===== src/rtl/dtb_pkg.sv =====
package dtb_pkg;
    // bit positions inside the synchronized input vector
    localparam int IDX_PWM  = 0;
    localparam int IDX_EN   = 1;
    localparam int IDX_SYNC = 2;
    localparam int IDX_CROW = 3;
    localparam int IDX_LOFB = 4;
    localparam int IDX_SWFB = 5;
    localparam int N_IN     = 6;
    // crowbar is active low, so it idles at 1 out of reset
    localparam logic [N_IN-1:0] IN_RST_VAL = 6'b00_1000;
endpackage


===== src/rtl/dtb_sync.sv =====
module dtb_sync #(
    parameter int              W       = 6,
    parameter int              STAGES  = 2,
    parameter logic [W-1:0]    RST_VAL = '0
) (
    input  logic         clk,
    input  logic         rst_n,
    input  logic [W-1:0] din,
    output logic [W-1:0] dout
);
    logic [STAGES-1:0][W-1:0] chain_d, chain_q;

    always_comb begin
        chain_d[0] = din;
        for (int i = 1; i < STAGES; i++) begin
            chain_d[i] = chain_q[i-1];
        end
    end

    always_ff @(posedge clk or negedge rst_n) begin
        if (!rst_n) chain_q <= {STAGES{RST_VAL}};
        else        chain_q <= chain_d;
    end

    assign dout = chain_q[STAGES-1];
endmodule


===== src/rtl/dtb_core.sv =====
module dtb_core
    import dtb_pkg::*;
#(
    parameter bit PWM_INVERT = 1'b0,
    parameter int MIN_DEAD   = 3,
    parameter int WD_LIMIT   = 12
) (
    input  logic            clk,
    input  logic            rst_n,
    input  logic [N_IN-1:0] s_vec,
    output logic            hi_on,
    output logic            lo_on,
    output logic            fault
);
    localparam int DW = $clog2(MIN_DEAD + 2);
    localparam int WW = $clog2(WD_LIMIT + 1);

    typedef struct packed {
        logic          hi;
        logic          lo;
        logic          fault;
        logic [DW-1:0] dead;
        logic [WW-1:0] wd;
    } core_t;

    core_t st_d, st_q;
    logic  cmd, want_hi, want_lo, both_off, dead_ok, waiting;

    always_comb begin
        cmd      = s_vec[IDX_PWM] ^ PWM_INVERT;
        want_hi  = cmd;
        want_lo  = !cmd && s_vec[IDX_SYNC];
        both_off = !st_q.hi && !st_q.lo;
        dead_ok  = (st_q.dead == DW'(MIN_DEAD));
        waiting  = both_off && ((want_hi && s_vec[IDX_LOFB]) ||
                                (want_lo && s_vec[IDX_SWFB]));

        st_d      = st_q;
        st_d.dead = both_off ? (dead_ok ? st_q.dead : st_q.dead + DW'(1)) : '0;

        if (!s_vec[IDX_CROW]) begin
            st_d.hi = 1'b0;
            st_d.lo = 1'b1;
            st_d.wd = '0;
        end else if (!s_vec[IDX_EN]) begin
            st_d.hi    = 1'b0;
            st_d.lo    = 1'b0;
            st_d.fault = 1'b0;
            st_d.wd    = '0;
        end else if (st_q.fault) begin
            st_d.hi = 1'b0;
            st_d.lo = 1'b0;
            st_d.wd = '0;
        end else begin
            st_d.hi = want_hi && (st_q.hi ||
                      (both_off && !s_vec[IDX_LOFB] && dead_ok));
            st_d.lo = want_lo && (st_q.lo ||
                      (both_off && !s_vec[IDX_SWFB] && dead_ok));
            if (waiting) begin
                if (st_q.wd == WW'(WD_LIMIT - 1)) begin
                    st_d.fault = 1'b1;
                    st_d.wd    = '0;
                end else begin
                    st_d.wd = st_q.wd + WW'(1);
                end
            end else begin
                st_d.wd = '0;
            end
        end
    end

    always_ff @(posedge clk or negedge rst_n) begin
        if (!rst_n) st_q <= '0;
        else        st_q <= st_d;
    end

    assign hi_on = st_q.hi;
    assign lo_on = st_q.lo;
    assign fault = st_q.fault;


    never_both_on_chk: assert property (@(posedge clk) disable iff (!rst_n)
        !(hi_on && lo_on));


    crowbar_force_chk: assert property (@(posedge clk) disable iff (!rst_n)
        !s_vec[IDX_CROW] |=> (lo_on && !hi_on));


    disable_off_chk: assert property (@(posedge clk) disable iff (!rst_n)
        (s_vec[IDX_CROW] && !s_vec[IDX_EN]) |=> (!hi_on && !lo_on && !fault));


    async_lo_off_chk: assert property (@(posedge clk) disable iff (!rst_n)
        (s_vec[IDX_CROW] && !s_vec[IDX_SYNC]) |=> !lo_on);


    hi_gate_fb_chk: assert property (@(posedge clk) disable iff (!rst_n)
        $rose(hi_on) |-> !$past(s_vec[IDX_LOFB]));


    lo_gate_fb_chk: assert property (@(posedge clk) disable iff (!rst_n)
        $rose(lo_on) |-> (!$past(s_vec[IDX_CROW]) || !$past(s_vec[IDX_SWFB])));


    fault_hold_chk: assert property (@(posedge clk) disable iff (!rst_n)
        (fault && s_vec[IDX_CROW]) |=> (!hi_on && !lo_on));
endmodule


===== src/rtl/dtbridge_ctrl.sv =====
module dtbridge_ctrl
    import dtb_pkg::*;
#(
    parameter bit PWM_INVERT  = 1'b0,
    parameter int MIN_DEAD    = 3,
    parameter int WD_LIMIT    = 12,
    parameter int SYNC_STAGES = 2
) (
    input  logic clk,
    input  logic rst_n,
    input  logic pwm_in,
    input  logic enable,
    input  logic sync_mode,
    input  logic crowbar_n,
    input  logic lo_gate_fb,
    input  logic sw_node_fb,
    output logic hi_on,
    output logic lo_on,
    output logic fault
);
    logic [N_IN-1:0] raw_vec, s_vec;

    always_comb begin
        raw_vec           = '0;
        raw_vec[IDX_PWM]  = pwm_in;
        raw_vec[IDX_EN]   = enable;
        raw_vec[IDX_SYNC] = sync_mode;
        raw_vec[IDX_CROW] = crowbar_n;
        raw_vec[IDX_LOFB] = lo_gate_fb;
        raw_vec[IDX_SWFB] = sw_node_fb;
    end

    dtb_sync #(
        .W       (N_IN),
        .STAGES  (SYNC_STAGES),
        .RST_VAL (IN_RST_VAL)
    ) u_sync (
        .clk   (clk),
        .rst_n (rst_n),
        .din   (raw_vec),
        .dout  (s_vec)
    );

    dtb_core #(
        .PWM_INVERT (PWM_INVERT),
        .MIN_DEAD   (MIN_DEAD),
        .WD_LIMIT   (WD_LIMIT)
    ) u_core (
        .clk   (clk),
        .rst_n (rst_n),
        .s_vec (s_vec),
        .hi_on (hi_on),
        .lo_on (lo_on),
        .fault (fault)
    );
endmodule


===== config.mk =====
export PLATFORM = sky130hd
export DESIGN_NAME = dtbridge_ctrl
export DESIGN_NICKNAME = d
export VERILOG_FILES = /design/src/rtl/dtb_pkg.sv /design/src/rtl/dtb_sync.sv /design/src/rtl/dtb_core.sv /design/src/rtl/dtbridge_ctrl.sv
export SDC_FILE = /design/constraint.sdc
export NUM_CORES = 1
export LEC_CHECK = 0
export BUFFER_PORTS_ARGS = -buffer_cell sky130_fd_sc_hd__buf_2
export CORE_AREA = 3 3 46 48
export DETAILED_ROUTE_END_ITERATION = 12
export DIE_AREA = 0 0 49 51
export GPL_TIMING_DRIVEN = 0
export PLACE_DENSITY = 0.67
export SYNTH_ARGS = -nofsm -noshare
export SYNTH_HDL_FRONTEND = slang
export SYNTH_SLANG_ARGS = --single-unit
export TNS_END_PERCENT = 5

===== constraint.sdc =====
create_clock -name clk -period 1.3 [get_ports clk]
set_clock_uncertainty 0.05 [all_clocks]
set_input_delay 0.13 -clock clk [delete_from_list [all_inputs] [get_ports clk]]
set_output_delay 0.13 -clock clk [all_outputs]
set_load 0.1 [all_outputs]

[After elaboration in Yosys (flattened, before gate mapping)]
Index checks and enable logic that the tools add are counted.
Word-level totals
  register bits after elaboration: 22
  bits of input ports: 8
  logic and storage cells: 44
Cells by class
  $add $sub $neg: 2
  equality and inequality tests: 3
  multiplexer cells: 13
  reductions and logical operators: 19
Operator list (count)
  $mux 4: 5
  $logic_and 1x1->1: 11
  $mux 3: 3
  $logic_not 1->1: 5
  $add 4x1->4 const B: 1
  $eq 4x4->1 const B: 1
  $mux 2: 2
  $add 3x1->3 const B: 1
  $eq 3x2->1 const B: 1
  $logic_or 1x1->1: 3
  $mux 1: 3
  $ne 2x2->1 const B: 1

[Depth between registers and ports, before layout]
Gate-level depths: netlist of run 1.
  depth in word-level cells: 9
  gate-level depth with buffers: 6

[By module]
Synthesis of run 1 repeated with hierarchy kept, for this count alone.
Unflattened totals
  cell total of the unflattened synthesis: 62
  area total of the unflattened synthesis: 823.3 sq um
By module, submodules not included
  dtb_core: instances 1, cells an instance 50, area each 520.5 sq um
  dtb_sync: instances 1, cells an instance 12, area each 302.8 sq um

[Worst setup path before layout of run 1]
No wires, ideal clock.
  kind: reg2reg
  from: reg u_core.st_q (netlist bit u_core.lo_on)
  to: reg u_core.st_q[3] in the netlist's numbering
  setup time: 0.086 ns
  arrival time: 1.590 ns
  data required time: 1.164 ns
  slack: -0.426 ns
  cell stages (with the launch flop): 4
  path buffers: 0
  period minus slack after synthesis: 1.726 ns
  cell sequence: dfrtp_1 -> or2_4 -> a211o_1 -> nor3_1
RTL lines
  start, declared: RTL line dtb_core.sv:26  | core_t st_d, st_q;
  start signal, assigned: RTL line dtb_core.sv:74  | else st_q <= st_d;

==> Flow_metrics.wiki, run 1 <==
{| class="wikitable"
! Metric !! Value
|-
| DIE AREA || 2500 um2
|-
| Max-cap violation count || 0
|-
| Main combinational cell family by area after synthesis || simple AND/OR/NAND/NOR gates
|-
| Category of the worst setup path launch point || flop
|-
| Share of the synthesized area in compound gates (AO/OA/AOI/OAI) || 6.14%
|-
| Worst supply voltage drop on vdd || 0.907 mV
|-
| Sequential area share after synthesis || 69.6%
|-
| Fraction of synthesized cell area in xor and xnor cells || 3.31%
|-
| Leak || between 0.0004 and 0.0005 uW
|-
| Final weighted congestion in routability-driven placement || about 0.67
|-
| Antenna Diode Count || 0
|-
| Inst Count DP || 95
|-
| Final std cells w/o fill || 107
|-
| Vertical die dimension || 51 um
|-
| Clock Pin Slew Worst Setup and Hold Paths || 0.11 ns
|-
| Setup repair after global routing missed its margin || true
|-
| Number of buffers created by CTS || 3
|-
| Max Slew Vio Count || 0
|-
| Yosys warnings || 0
|-
| Number of placement rows || 15
|-
| Sink count of the clock tree || 22
|-
| Required time of the critical path || 1.47 ns
|-
| Final setup margin || -0.0479 ns
|-
| Critical Path Fanout Max || 4
|-
| Data arrival time of the worst path || between 1.5 and 2 ns
|-
| Global-route wire length before repair || 1880 um
|-
| Ratio of cells with drive above 1 in the final layout || 35.4%
|-
| Count of mapped cells out of synthesis || 60
|-
| Post-detailed-route via-to-cell ratio || approximately 4.6
|-
| Initial standard-cell utilization of the core || 45.5%
|-
| Basic-gate share of the synthesized area counting and, or, nand and nor cells || a little over an eighth
|-
| Number of detailed-route iterations in the first pass || 4
|-
| Highest clock frequency the design can meet || 742 MHz
|-
| Transition time of the tightest slew-check pin || 0.484 ns
|-
| Met1 Resource Use GR || 13.0%
|-
| H-Tree Level Count || 1
|-
| Pin count of the biggest net entering global routing || 23
|-
| Nets || 94
|-
| Overflow left after global routing || 0
|-
| Number of nets in the synthesized netlist || 71
|-
| Busiest metal layer after global routing || met2
|-
| Total vias in the final route || ~490
|-
| Crit path kind || reg2reg
|-
| Hold violation count in the final report || 0
|-
| Utilization after layout || 61.5%
|-
| Leading cell types in the layout, fill and taps excluded || 17 x sky130_fd_sc_hd__dfrtp_1, 8 x sky130_fd_sc_hd__buf_2, 7 x sky130_fd_sc_hd__nor2_1, 7 x sky130_fd_sc_hd__dlygate4sd3_1
|-
| Run status || finished with violations
|-
| Arithmetic-cell share of the synthesized area counting full adders, half adders and majority gates || 4.72%
|-
| Multiplexer fraction of the synthesized cell area || around 1.3%
|-
| Commonest non-fill, non-tap cell in the layout || sky130_fd_sc_hd__dfrtp_1
|-
| IO Pins || 11
|-
| Total of flip-flops plus latches after synthesis || 22
|-
| DIE WIDTH || 49 um
|-
| Growth of design area from synthesis to finish || 35.1%
|-
| 1st-iter DRT viols || 3
|-
| Power density over the cells || 1150 nW/um2
|-
| Met3 layer usage reported by global route || 1.75%
|-
| Sum of routed wire length over all layers || 1260 um
|-
| Total Neg Setup Slack || -0.120 ns
|-
| Failing checks || negative setup slack
|-
| Clock period minus worst slack || 1.35 ns
|-
| Std-Cell Core Area || between 1500 and 2000 um2
|-
| Root buffer selected by CTS || sky130_fd_sc_hd__clkbuf_4
|-
| Worst Setup End Kind || flop
|-
| Post-synthesis instance area || 795 um2
|-
| Clk_lat worst skew || 0.29 ns
|-
| GR Util met2 || about 16%
|-
| Per-cell routed wire length || about 12 um
|-
| CTS tree || built
|-
| Count of nets left with antenna violations after detail routing || 0
|-
| Hold crit path type || in2async
|-
| Post-route fraction of the period consumed by the critical path || 104%
|-
| Endpoints failing setup || 5
|-
| Antenna violations before repair || 0
|-
| # port buffers || 10
|-
| Unique cell type count in the Yosys netlist || 22
|-
| Residual DRC || 0
|-
| Remaining max-slew budget at the tightest pin || 67.9%
|-
| Post-synthesis average cell area || roughly 13 um2
|-
| Overall track demand over capacity in global routing || slightly below 10%
|-
| Vias in the first global route || 447
|-
| Buffer levels on the longest clock path || 2
|}
per-stage QoR:
step           instance area [um2]  setup WS, ns  hold WS, ns  power [uW]
2_1_floorplan                  803        -0.183       -0.216         819
3_3_place_gp                   885        -0.105       0.0505         851
3_5_place_dp                   885        -0.109       0.0567         858
4_1_cts                       1000        -0.105        0.267        1230
5_1_grt                       1070       -0.0948        0.293        1300
6_report                      1070       -0.0479        0.253        1230
cell usage after synthesis:
master | instances | share of area [%]
sky130_fd_sc_hd__dfrtp_1 | 20 | 63
sky130_fd_sc_hd__nor2_1 | 8 | 3.8
sky130_fd_sc_hd__a21oi_1 | 3 | 1.9
sky130_fd_sc_hd__ha_1 | 3 | 4.7
sky130_fd_sc_hd__inv_1 | 3 | 1.4
sky130_fd_sc_hd__nor3_1 | 3 | 1.9
sky130_fd_sc_hd__dfstp_2 | 2 | 6.6
sky130_fd_sc_hd__nand2_1 | 2 | 0.95
sky130_fd_sc_hd__nand3b_1 | 2 | 1.9
sky130_fd_sc_hd__xor2_1 | 2 | 2.2
sky130_fd_sc_hd__a211o_1 | 1 | 1.1
sky130_fd_sc_hd__a211oi_1 | 1 | 0.95
sky130_fd_sc_hd__a2bb2oi_1 | 1 | 1.1
sky130_fd_sc_hd__clkbuf_1 | 1 | 0.47
sky130_fd_sc_hd__mux2i_1 | 1 | 1.3
sky130_fd_sc_hd__nand2b_1 | 1 | 0.79
sky130_fd_sc_hd__nand3_1 | 1 | 0.63
sky130_fd_sc_hd__nand4b_1 | 1 | 1.1
sky130_fd_sc_hd__nor3b_1 | 1 | 0.95
sky130_fd_sc_hd__o41ai_1 | 1 | 1.1
sky130_fd_sc_hd__or2_4 | 1 | 1.1
sky130_fd_sc_hd__xnor2_1 | 1 | 1.1
worst paths after layout:
| path | start | end | slack, ns | depth (start not counted) |
|---|---|---|---|---|
| max | u_core.hi_on | u_core.st_q[0] | -0.05 | 3 |
| min | rst_n | u_core.st_q[3] | 0.25 | 2 |
| max reg2reg | u_core.hi_on | u_core.st_q[0] | -0.05 | 3 |
| min reg2reg | u_sync.chain_d[8] | u_sync.dout[2] | 0.31 | 0 |
| max in group asynchronous | rst_n | u_core.lo_on | 0.59 | 2 |
| min in group clk | u_sync.chain_d[8] | u_sync.dout[2] | 0.31 | 0 |
timing repair:
action	CTS	global route
setup buffers	0	2
setup endpoints to repair	11	8
pin swaps	0	5
endpoints found under the hold margin	26	0
gates resized for setup	4	11
hold buffers	7	0
flip-flops by register name (all words and copies together) (netlist names):
register and cells:
u_core.st_q 7, u_core.fault 1, u_core.hi_on 1, u_sync.chain_d 6, u_core.lo_on 1, u_sync.dout 6
routing by layer:
metal	vias to the layer above	part of all wire, %
met5	-	0
met4	0	2.5
met3	4	4.7
met2	13	47
met1	230	46
li1	245	-
worst max-delay path, stage by stage, from the launching register on:
cell	delay (ns)
sky130_fd_sc_hd__dfrtp_4	0.49
sky130_fd_sc_hd__or2_4	0.27
sky130_fd_sc_hd__a211o_4	0.35
sky130_fd_sc_hd__nor3_4	0.12
where the power goes:
group / switching (uW) / internal [uW] / leakage, uW
combinational: 72.7 / 62.6 / 0.000174
sequential: 19.3 / 723 / 0.000268
clock: 184 / 170 / 0.0000210
total: 276 / 956 / 0.000463
area by class of cell:
type / count / area [um2]
repair buffers: 19 / 153
flip-flops and latches: 22 / 562
clock buffers: 4 / 36.3
inverters: 3 / 11.3
fillers: 137 / 672
multi-input cells: 34 / 280
well taps: 25 / 31.3
cell families after synthesis:
logic type	count (synthesis)
adder cells (fa/ha/maj)	3
flip-flops	22
AND/OR/NAND/NOR	20
buffers and inverters	4
XOR/XNOR	3
multiplexers	1
AO/OA/AOI/OAI	7
(Power assumes the default switching activity.)
==> inputs of run 2 (changes only) <==
- ABC_AREA: not set -> 1
- PLACE_DENSITY: 0.67 -> 0.7
==> run 2 against run 1 <==
The flow now finishes without violations. Sequential share of layout area rose by 0.39 points. Synthesized area rose by 6.3%. Combinational power rose by 7%. Clock-buffer cell count did not move. Die area did not move. Power fell by 3.5%. Via count rose by 8.1%. Worst setup slack improved by 0.15 ns. Critical endpoint is now u_core.st_q[6]. Highest routed layer unchanged.
==> Flow_metrics.wiki, run 2 <==
{| class="wikitable"
! Metric !! Value
|-
| Run status || finished, final reports clean
|-
| Number of nets in the synthesized netlist || 82
|-
| Number of placement rows || 15
|-
| Count of flip-flops with a built-in enable after synthesis || 0
|-
| Hold violation count in the final report || 0
|-
| Overall track demand over capacity in global routing || about 11%
|-
| Sum of routed wire length over all layers || 1170 um
|-
| H-Tree Level Count || 1
|-
| Highest clock frequency the design can meet || 836 MHz
|-
| Ratio of cells with drive above 1 in the final layout || 35.5%
|-
| Growth of design area from synthesis to finish || 25.0%
|-
| Detailed placement HPWL || 848 um
|-
| Nets || 105
|-
| Per-cell routed wire length || 9.90 um
|-
| # port buffers || 10
|-
| Unique cell type count in the Yosys netlist || 21
|-
| Setup repair after global routing missed its margin || false
|-
| Most used flip-flop cell after synthesis || sky130_fd_sc_hd__dfrtp_1
|-
| Commonest non-fill, non-tap cell in the layout || sky130_fd_sc_hd__dfrtp_1
|-
| Total Neg Setup Slack || 0 ns
|-
| Critical Path Fanout Max || 4
|-
| Utilization after layout || 60.5%
|-
| Residual DRC || 0
|-
| Post-synthesis instance area || 845 um2
|-
| Yosys warnings || 0
|-
| Required time of the critical path || 1.46 ns
|-
| Worst Setup End Kind || flop
|-
| Total Power Consumption || 1190 uW
|-
| Post-synthesis average cell area || 11.9 um2
|-
| Most flop-heavy register || u_core.st_q
|-
| Total vias in the final route || 532
|-
| Most area-hungry cell type in the Yosys netlist || sky130_fd_sc_hd__dfrtp_1
|-
| Max-cap violation count || 0
|-
| Inst Count DP || 106
|-
| Hold crit path type || in2async
|-
| Vias in the first global route || ~560
|-
| DIE AREA || 2500 um2
|-
| Antenna Diode Count || 0
|-
| Clk_lat worst skew || 0.29 ns
|-
| Remaining max-slew budget at the tightest pin || 69.4%
|-
| IO Pins || 11
|-
| Max Slew Vio Count || 0
|-
| Pin count of the biggest net entering global routing || 23
|-
| Count of mapped cells out of synthesis || 71
|-
| Post-route fraction of the period consumed by the critical path || 92.1%
|-
| Antenna violations before repair || 0
|-
| CTS tree || built
|-
| Transition time of the tightest slew-check pin || around 0.46 ns
|-
| Total of flip-flops plus latches after synthesis || 22
|-
| Most used standard cell by instance count after synthesis || sky130_fd_sc_hd__dfrtp_1
|-
| Count of nets left with antenna violations after detail routing || 0
|-
| Total of fill cells in the finished design || 141
|-
| Sink count of the clock tree || 22
|-
| Power density over the cells || 1130 nW/um2
|-
| Biggest area contributors in the synthesized netlist || sky130_fd_sc_hd__dfrtp_1 59%, sky130_fd_sc_hd__dfstp_2 6.2%, sky130_fd_sc_hd__ha_1 4.4%
|-
| Final std cells w/o fill || 118
|-
| Final weighted congestion in routability-driven placement || 0.664
|-
| Clock period minus worst slack || 1.20 ns
|-
| Post-detailed-route via-to-cell ratio || between 4 and 5
|-
| Fraction of registers with async set/reset || 100%
|-
| DIE WIDTH || approximately 49 um
|-
| 1st-iter DRT viols || 3
|-
| Number of detailed-route iterations in the first pass || 4
|-
| Worst-case hold slack || 0.246 ns
|-
| Proportion of netlist area held by the largest area contributor || 59.3%
|-
| Most numerous cell types in the synthesized netlist || 20 x sky130_fd_sc_hd__dfrtp_1, 8 x sky130_fd_sc_hd__nand2_1, 7 x sky130_fd_sc_hd__nor2_1, 6 x sky130_fd_sc_hd__inv_1
|-
| Worst supply voltage drop on vdd || 0.801 mV
|-
| Overflow left after global routing || 0
|-
| Category of the worst setup path launch point || flop
|-
| Endpoints failing setup || 0
|-
| Number of buffers created by CTS || 3
|-
| Leading cell types in the layout, fill and taps excluded || 17 x sky130_fd_sc_hd__dfrtp_1, 8 x sky130_fd_sc_hd__nand2_1, 7 x sky130_fd_sc_hd__nor2_1, 7 x sky130_fd_sc_hd__dlygate4sd3_1, 7 x sky130_fd_sc_hd__buf_2
|-
| Root buffer selected by CTS || sky130_fd_sc_hd__clkbuf_4
|-
| Std-Cell Core Area || 1750 um2
|-
| Clock Pin Slew Worst Setup and Hold Paths || 0.11 ns
|-
| Buffer levels on the longest clock path || 2
|-
| Crit path kind || reg2reg
|-
| Data arrival time of the worst path || 1.36 ns
|-
| Leak || 0.000480 uW
|-
| Vertical die dimension || between 50 and 60 um
|-
| Sequential area share after synthesis || 65.5%
|-
| Flip-flop count of the largest register after layout || 7
|-
| Initial standard-cell utilization of the core || between 40% and 50%
|-
| Global-route wire length before repair || roughly 2100 um
|}
-- run 2: path summary, 6_finish.rpt --
path                                   start  cells after the start                 end  slack [ns]
setup / recovery              u_core.st_q[4]                      5      u_core.st_q[6]        0.10
hold / removal                         rst_n                      2  u_sync.chain_d[11]        0.25
setup reg to reg              u_core.st_q[4]                      5      u_core.st_q[6]        0.10
hold reg to reg            u_sync.chain_d[8]                      0      u_sync.dout[2]        0.31
max in group asynchronous              rst_n                      2      u_sync.dout[3]        0.61
min in group clk           u_sync.chain_d[8]                      0      u_sync.dout[2]        0.31
-- run 2: final cells by class --
| type | count | area [um2] | area share, % |
|---|---|---|---|
| tap | 25 | 31.3 | 2.96 |
| sequential | 22 | 557 | 52.7 |
| multi-input combinational | 40 | 273 | 25.8 |
| timing repair buffer | 18 | 135 | 12.8 |
| clock buffer | 4 | 26.3 | 2.49 |
| inverter | 9 | 33.8 | 3.20 |
-- run 2: cells by family after synthesis --
kind of cell             synth area share (%)
AO/OA/AOI/OAI                            4.44
XOR/XNOR                                 2.07
adder cells (fa/ha/maj)                  4.44
buffers and inverters                    4.00
flip-flops                               65.5
AND/OR/NAND/NOR                          19.6
-- run 2: critical path, cell delays in order (launching register included) --
cell	delay, ns
sky130_fd_sc_hd__dfrtp_1	0.40
sky130_fd_sc_hd__ha_2	0.20
sky130_fd_sc_hd__ha_4	0.18
sky130_fd_sc_hd__inv_2	0.06
sky130_fd_sc_hd__nor2_1	0.04
sky130_fd_sc_hd__a211oi_1	0.19
-- run 2: power breakdown --
group          leakage [uW]  switching, uW  internal [uW]
clock             0.0000150            179            119
combinational      0.000197           78.7           66.2
sequential         0.000268           21.5            724
total              0.000480            280            909
-- run 2: per-stage QoR --
step           area, um2  setup slack, ns
5_1_grt             1060           0.0212
3_5_place_dp         930          -0.0211
3_3_place_gp         930           0.0172
4_1_cts             1040           0.0102
2_1_floorplan        848           0.0637
6_report            1060            0.103
-- run 2: timing repair --
action	4_1_cts	5_1_grt
gates resized for setup	4	3
setup endpoints to repair	4	2
hold endpoints to repair	26	0
hold buffers	7	0
setup buffers	0	1
-- run 2: metal layers --
layer	GRT usage, %	part of all wire [%]
met5	0	0
met4	4.27	0.86
met3	2.62	3.4
met2	20.4	55
met1	12.5	41
